<file path="config.mk">
export PLATFORM = sky130hd
export DESIGN_NAME = octdac_ctrl
export DESIGN_NICKNAME = d
export VERILOG_FILES = /design/src/rtl/octdac_pkg.sv /design/src/rtl/octdac_decode.sv /design/src/rtl/octdac_chan.sv /design/src/rtl/octdac_ctrl.sv
export SDC_FILE = /design/constraint.sdc
export NUM_CORES = 1
export LEC_CHECK = 0
export ABC_AREA = 1
export BUFFER_PORTS_ARGS = -buffer_cell sky130_fd_sc_hd__buf_2
export CORE_MARGIN = 10
export CORE_UTILIZATION = 55
export DETAILED_ROUTE_END_ITERATION = 8
export HOLD_SLACK_MARGIN = 0.1
export PLACE_DENSITY = 0.78
export RECOVER_POWER = 25
export SYNTH_ARGS = -nofsm -noshare
export SYNTH_HDL_FRONTEND = slang
export SYNTH_SLANG_ARGS = --single-unit
</file>
<file path="constraint.sdc">
create_clock -name clk -period 2.17 [get_ports clk]
set_clock_uncertainty 0.2 [all_clocks]
set_input_delay 0.217 -clock clk [delete_from_list [all_inputs] [get_ports clk]]
set_output_delay 0.217 -clock clk [all_outputs]
set_load 0.1 [all_outputs]
</file>
<file path="src/rtl/octdac_pkg.sv">
package octdac_pkg;

    localparam int DEF_NUM_CH = 8;
    localparam int DEF_CODE_W = 10;
    localparam int DEF_CMD_W  = 16;
    localparam int OP_W       = 4;
    localparam int CODE_LSB   = 2;

    typedef enum logic [1:0] {
        TERM_NONE = 2'd0,
        TERM_HIZ  = 2'd1,
        TERM_100K = 2'd2,
        TERM_2K5  = 2'd3
    } term_e;

    typedef enum logic [OP_W-1:0] {
        OP_SET_RO    = 4'h8,
        OP_SET_WT    = 4'h9,
        OP_SYNC_MASK = 4'hA,
        OP_A_AND_ALL = 4'hB,
        OP_BCAST     = 4'hC,
        OP_PD_HIZ    = 4'hD,
        OP_PD_100K   = 4'hE,
        OP_PD_2K5    = 4'hF
    } op_e;

    typedef enum logic {
        MODE_REG_ONLY   = 1'b0,
        MODE_WRITE_THRU = 1'b1
    } upd_mode_e;

    // Per-channel action for one cycle, produced by the decoder.
    typedef struct packed {
        logic  wr;    // load staging register from code field
        logic  load;  // load live code from code field
        logic  copy;  // load live code from staging register
        logic  pd;    // enter power-down
        term_e term;  // termination used with pd
    } ch_act_t;

    function automatic logic is_update(input ch_act_t a);
        return a.load | a.copy;
    endfunction

endpackage

</file>
<file path="src/rtl/octdac_decode.sv">
module octdac_decode
    import octdac_pkg::*;
#(
    parameter int NUM_CH = DEF_NUM_CH,
    parameter int CODE_W = DEF_CODE_W,
    parameter int CMD_W  = DEF_CMD_W
) (
    input  logic                    cmd_valid,
    input  logic [CMD_W-1:0]        cmd_word,
    input  upd_mode_e               mode_q,
    output ch_act_t [NUM_CH-1:0]    acts,
    output logic [CODE_W-1:0]       code,
    output logic                    mode_we,
    output upd_mode_e               mode_d
);
    localparam int CH_W   = (NUM_CH > 1) ? $clog2(NUM_CH) : 1;
    localparam int OP_LSB = CMD_W - OP_W;

    logic [CH_W-1:0]   sel;
    logic [NUM_CH-1:0] mask;
    op_e               op;
    term_e             pd_term;

    always_comb begin
        code    = cmd_word[CODE_LSB +: CODE_W];
        sel     = cmd_word[OP_LSB +: CH_W];
        mask    = cmd_word[NUM_CH-1:0];
        op      = op_e'(cmd_word[CMD_W-1 -: OP_W]);
        pd_term = term_e'(cmd_word[OP_LSB +: 2]);
        mode_we = 1'b0;
        mode_d  = mode_q;
        for (int i = 0; i < NUM_CH; i++) begin
            acts[i] = '0;
        end
        if (cmd_valid) begin
            if (!cmd_word[CMD_W-1]) begin
                for (int i = 0; i < NUM_CH; i++) begin
                    if (sel == CH_W'(i)) begin
                        acts[i].wr   = 1'b1;
                        acts[i].load = (mode_q == MODE_WRITE_THRU);
                    end
                end
            end else begin
                case (op)
                    OP_SET_RO: begin
                        mode_we = 1'b1;
                        mode_d  = MODE_REG_ONLY;
                    end
                    OP_SET_WT: begin
                        mode_we = 1'b1;
                        mode_d  = MODE_WRITE_THRU;
                    end
                    OP_SYNC_MASK: begin
                        for (int i = 0; i < NUM_CH; i++) begin
                            acts[i].copy = mask[i];
                        end
                    end
                    OP_A_AND_ALL: begin
                        acts[0].wr   = 1'b1;
                        acts[0].load = 1'b1;
                        for (int i = 1; i < NUM_CH; i++) begin
                            acts[i].copy = 1'b1;
                        end
                    end
                    OP_BCAST: begin
                        for (int i = 0; i < NUM_CH; i++) begin
                            acts[i].wr   = 1'b1;
                            acts[i].load = 1'b1;
                        end
                    end
                    OP_PD_HIZ, OP_PD_100K, OP_PD_2K5: begin
                        for (int i = 0; i < NUM_CH; i++) begin
                            acts[i].pd   = mask[i];
                            acts[i].term = mask[i] ? pd_term : TERM_NONE;
                        end
                    end
                    default: ;
                endcase
            end
        end
    end

endmodule

</file>
<file path="src/rtl/octdac_chan.sv">
module octdac_chan
    import octdac_pkg::*;
#(
    parameter int CODE_W = DEF_CODE_W
) (
    input  logic              clk,
    input  logic              rst,
    input  ch_act_t           act,
    input  logic [CODE_W-1:0] code,
    output logic [CODE_W-1:0] live_code,
    output logic              pd_flag,
    output term_e             term
);
    logic [CODE_W-1:0] stage_q;

    always_ff @(posedge clk) begin
        if (rst) begin
            stage_q   <= '0;
            live_code <= '0;
            pd_flag   <= 1'b0;
            term      <= TERM_NONE;
        end else begin
            if (act.wr) begin
                stage_q <= code;
            end
            if (act.load) begin
                live_code <= code;
            end else if (act.copy) begin
                live_code <= stage_q;
            end
            if (is_update(act)) begin
                pd_flag <= 1'b0;
                term    <= TERM_NONE;
            end else if (act.pd) begin
                pd_flag <= 1'b1;
                term    <= act.term;
            end
        end
    end

endmodule

</file>
<file path="src/rtl/octdac_ctrl.sv">
module octdac_ctrl
    import octdac_pkg::*;
#(
    parameter int NUM_CH = DEF_NUM_CH,
    parameter int CODE_W = DEF_CODE_W,
    parameter int CMD_W  = DEF_CMD_W
) (
    input  logic                       clk,
    input  logic                       rst,
    input  logic                       cmd_valid,
    input  logic [CMD_W-1:0]           cmd_word,
    output logic [NUM_CH*CODE_W-1:0]   act_codes,
    output logic [NUM_CH-1:0]          pd_flags,
    output logic [2*NUM_CH-1:0]        pd_terms,
    output logic                       bias_en
);
    ch_act_t [NUM_CH-1:0] acts;
    logic [CODE_W-1:0]    code;
    logic                 mode_we;
    upd_mode_e            mode_d;
    upd_mode_e            mode_q;

    octdac_decode #(
        .NUM_CH (NUM_CH),
        .CODE_W (CODE_W),
        .CMD_W  (CMD_W)
    ) u_decode (
        .cmd_valid (cmd_valid),
        .cmd_word  (cmd_word),
        .mode_q    (mode_q),
        .acts      (acts),
        .code      (code),
        .mode_we   (mode_we),
        .mode_d    (mode_d)
    );

    always_ff @(posedge clk) begin
        if (rst) begin
            mode_q <= MODE_REG_ONLY;
        end else if (mode_we) begin
            mode_q <= mode_d;
        end
    end

    for (genvar g = 0; g < NUM_CH; g++) begin : g_ch
        term_e ch_term;

        octdac_chan #(
            .CODE_W (CODE_W)
        ) u_chan (
            .clk       (clk),
            .rst       (rst),
            .act       (acts[g]),
            .code      (code),
            .live_code (act_codes[g*CODE_W +: CODE_W]),
            .pd_flag   (pd_flags[g]),
            .term      (ch_term)
        );

        assign pd_terms[2*g +: 2] = ch_term;
    end

    assign bias_en = ~(&pd_flags);

endmodule

</file>
==> results.tsv <==
metric	value	unit
synth.cells.most_frequent	272 x sky130_fd_sc_hd__nand2_1, 185 x sky130_fd_sc_hd__dfxtp_1, 148 x sky130_fd_sc_hd__nand3_1	
post-place-ws	-0.004413	ns
nets	1234	
tightest_slew	0.5525	ns
fin_tns_setup	0	ns
initial_utilization	56.75	%
postCtsSetupBuffers	0	
crit_chain	nor2_1 -> inv_2 -> buf_4 -> nand2_1 -> nand2_1 -> a21oi_1	
global_route.usage.met2	35.99	%
finalWeightedCongestion	0.9906	
critPathCaptureType	register	
worstSetupStartpoint	mode_q$_SDFFE_PP0P_	
final_cells	1410	
global_route_wire_length_before_repair	37130	um
grt_pass1_vias	7236	
proportion_of_register_bits_with_asynchronous_set_or_reset_after_synthesis	0	%
synth-edff-count	0	
grt_antenna_before_repair	2	
clk_pin_slew_worst_paths	0.06	ns
finalWorstPathRequiredPeriod	1.982	ns
grt_max_degree	45	
netlist.top_cell.by_area	sky130_fd_sc_hd__dfxtp_1	
synth.top_cell.area_share	46.65	%
synth_seq_cells	185	
placementRows	43	
globalRouteMet3Util	6.356	%
areaGrowthSynthToFinish	18.79	%
place.port_buffers	123	
timing.critical_path.arrival	2.11	ns
yosysWarningCount	0	
regToRegSetupSlack	0.19	ns
crit_fanout	20	
grt_setup_unrepaired	no	
detail_route.wl_per_cell	16.85	um
synth_cell_type_count	31	
route.final.wire_length	23760	um
synth-seq-area-share	46.65	%
cellPowerDensity	822.6	nW/um2
grt_use_met1	29.20	%
timing.critical_path.slowest_stage_cell	sky130_fd_sc_hd__dfxtp_1	
drt-vias-per-instance	5.570	
cts.root.buffer_cell	sky130_fd_sc_hd__clkbuf_16	
floorplan.io_pins	124	
worstReg2RegStart	mode_q$_SDFFE_PP0P_	
detailed_place_hpwl	16400	um
share_of_cells_above_drive_strength_1	19.06	%
placeableCoreArea	13990	um2
worst_skew_pair.late_latency	0.44	ns
grt-busiest-layer	met2	
sequential_cell_area	3704	um2
area_taken_by_multi_input_logic_gates	3511	um2
worst_hold_path_type	in2reg	
die_area	19640	um2
drv_slew	0	
count_of_cells_along_the_worst_register_to_register_path	6	
synth.cell_area	7939	um2
drt_pre_antenna_iters	5	
max_freq	0.5046	GHz
min_to	g_ch[3].u_chan.term[0]$_SDFFE_PP0P_	
cts_buffers	17	
critPathKind	reg2reg	
synth.area.top_cells	sky130_fd_sc_hd__dfxtp_1 47%, sky130_fd_sc_hd__nand2_1 13%, sky130_fd_sc_hd__nand3_1 9.3%, sky130_fd_sc_hd__o21ai_0 7.8%, sky130_fd_sc_hd__a21oi_1 6.7%	
syn-mean-instance-area	7.237	um2
slew_headroom	63.32	%
antenna_left	0	
slowest_delay	0.41	ns
post-route-worst-setup-slack	0.1883	ns
dp.cells	1358	
drv_cap	0	
cts-htree-levels	4	
tritoncts	built	
crit_path_frequent_cell	sky130_fd_sc_hd__nand2_1	
via_count	7853	
pleak	4.345	nW
final_core_density	67.42	%
synth_ff_type	sky130_fd_sc_hd__dfxtp_1	
post-synth-top-count-cell	sky130_fd_sc_hd__nand2_1	
netlist_instances	1097	
synth_nets	1116	
die_width	140.1	um
path_delay_family	buffers and inverters	
min_period_over_period	91.32	%
critical_path_required	2.30	ns
detail_route.drc_violations	0	
irDropWorstVdd	0.0006086	V
worstSetupStartpointType	register	
max-clock-path-buffers	2	
critPathBufInv	2	
status	finished, final reports clean	
hold_path_startpoint	cmd_word[12]	
chipHeight	140.1	um
number_of_clock_sinks_seen_by_cts	185	
layout.filler_cells	1214	
timing.rr.end	g_ch[3].u_chan.term[0]$_SDFFE_PP0P_	
pnr_total_power	7.757	mW
drt_iter0_markers	815	
remaining_global_route_overflow	0	
min_path_cells	4	
groute.usage.overall	23.16	%
report.final.setup_viol	0	
finalHoldViolCount	0	
-- registers in the layout (all words and copies together) (netlist names) --
register               cells
g_ch.u_chan.pd_flag        8
g_ch.u_chan.live_code     80
g_ch.u_chan.stage_q       80
mode_q                     1
g_ch.u_chan.term          16
-- through the flow --
step / cell area, um2 / hold WS (ns)
after floorplan: 7939 / 0.1821
after global placement: 8690 / 0.2341
after detailed placement: 8690 / 0.2353
after CTS: 9423 / 0.1093
after global routing: 9428 / 0.1337
final: 9430 / 0.1300
-- final cells by class --
class                           count  area share [%]
Timing Repair Buffer              186           12.15
Sequential cell                   185           39.27
Antenna cell                        2         0.05307
Tap cell                          180           2.388
Multi-Input combinational cell    749           37.23
Inverter                           76           3.038
Clock buffer                       23           5.174
Clock inverter                      9          0.6899
-- layout by cell type (no fill, tap or decap), types with 5 or more instances in the layout --
master,count
sky130_fd_sc_hd__clkbuf_16,17
sky130_fd_sc_hd__clkbuf_2,57
sky130_fd_sc_hd__dlygate4sd3_1,18
sky130_fd_sc_hd__nor2_2,6
sky130_fd_sc_hd__o21ai_0,123
sky130_fd_sc_hd__buf_4,44
sky130_fd_sc_hd__a21oi_1,106
sky130_fd_sc_hd__nand2_2,5
sky130_fd_sc_hd__nand3_1,148
sky130_fd_sc_hd__dfxtp_1,185
sky130_fd_sc_hd__inv_1,57
sky130_fd_sc_hd__buf_2,66
sky130_fd_sc_hd__nand4_1,22
sky130_fd_sc_hd__clkinv_1,9
sky130_fd_sc_hd__inv_2,9
sky130_fd_sc_hd__nor2_1,40
sky130_fd_sc_hd__nand2_1,273
-- worst min-delay path, stage by stage --
cell	delay [ns]
sky130_fd_sc_hd__buf_2	0.18
sky130_fd_sc_hd__buf_4	0.20
sky130_fd_sc_hd__nand2_1	0.07
sky130_fd_sc_hd__a21oi_1	0.06
-- worst max path at each step --
stage	endpoint	cells past startpoint
4_1_cts	g_ch[2].u_chan.term[0]$_SDFFE_PP0P_	8
3_5_place_dp	g_ch[5].u_chan.term[1]$_SDFFE_PP0P_	9
2_1_floorplan	bias_en	3
3_3_place_gp	g_ch[5].u_chan.term[1]$_SDFFE_PP0P_	9
6_report	g_ch[3].u_chan.term[0]$_SDFFE_PP0P_	6
5_1_grt	g_ch[3].u_chan.term[1]$_SDFFE_PP0P_	9
-- logic make-up after synthesis --
kind of cell           Yosys count  share of synthesized area (%)
AOI/OAI and AO/OA              237                          15.45
buffers and inverters          163                          9.157
DFF                            185                          46.65
and+or+nand+nor                512                          28.75
-- power by group --
group	leakage, nW	total [mW]	internal, mW	switching, mW
registers	1.51	3.62	3.55	0.0774
logic	2.57	1.24	0.259	0.979
clock network	0.270	2.90	1.59	1.31
total	4.35	7.76	5.39	2.36
-- timing repair --
| action | in CTS | in global routing |
|---|---|---|
| endpoints found under the setup margin | 0 | 6 |
| hold endpoints to repair | 53 | 0 |
| hold buffers | 18 | 0 |
| gates resized for setup | 0 | 2 |
-- layer usage --
| layer | up-vias | wire length, um | part of all wire [%] |
|---|---|---|---|
| met3 | 67 | 2333 | 9.8 |
| li1 | 3866 | - | - |
| met1 | 3569 | 9791 | 41 |
| met5 | - | 0 | 0 |
| met4 | 0 | 736 | 3.1 |
| met2 | 351 | 10900 | 46 |
No activity file was read; power rests on OpenSTA's default activity.
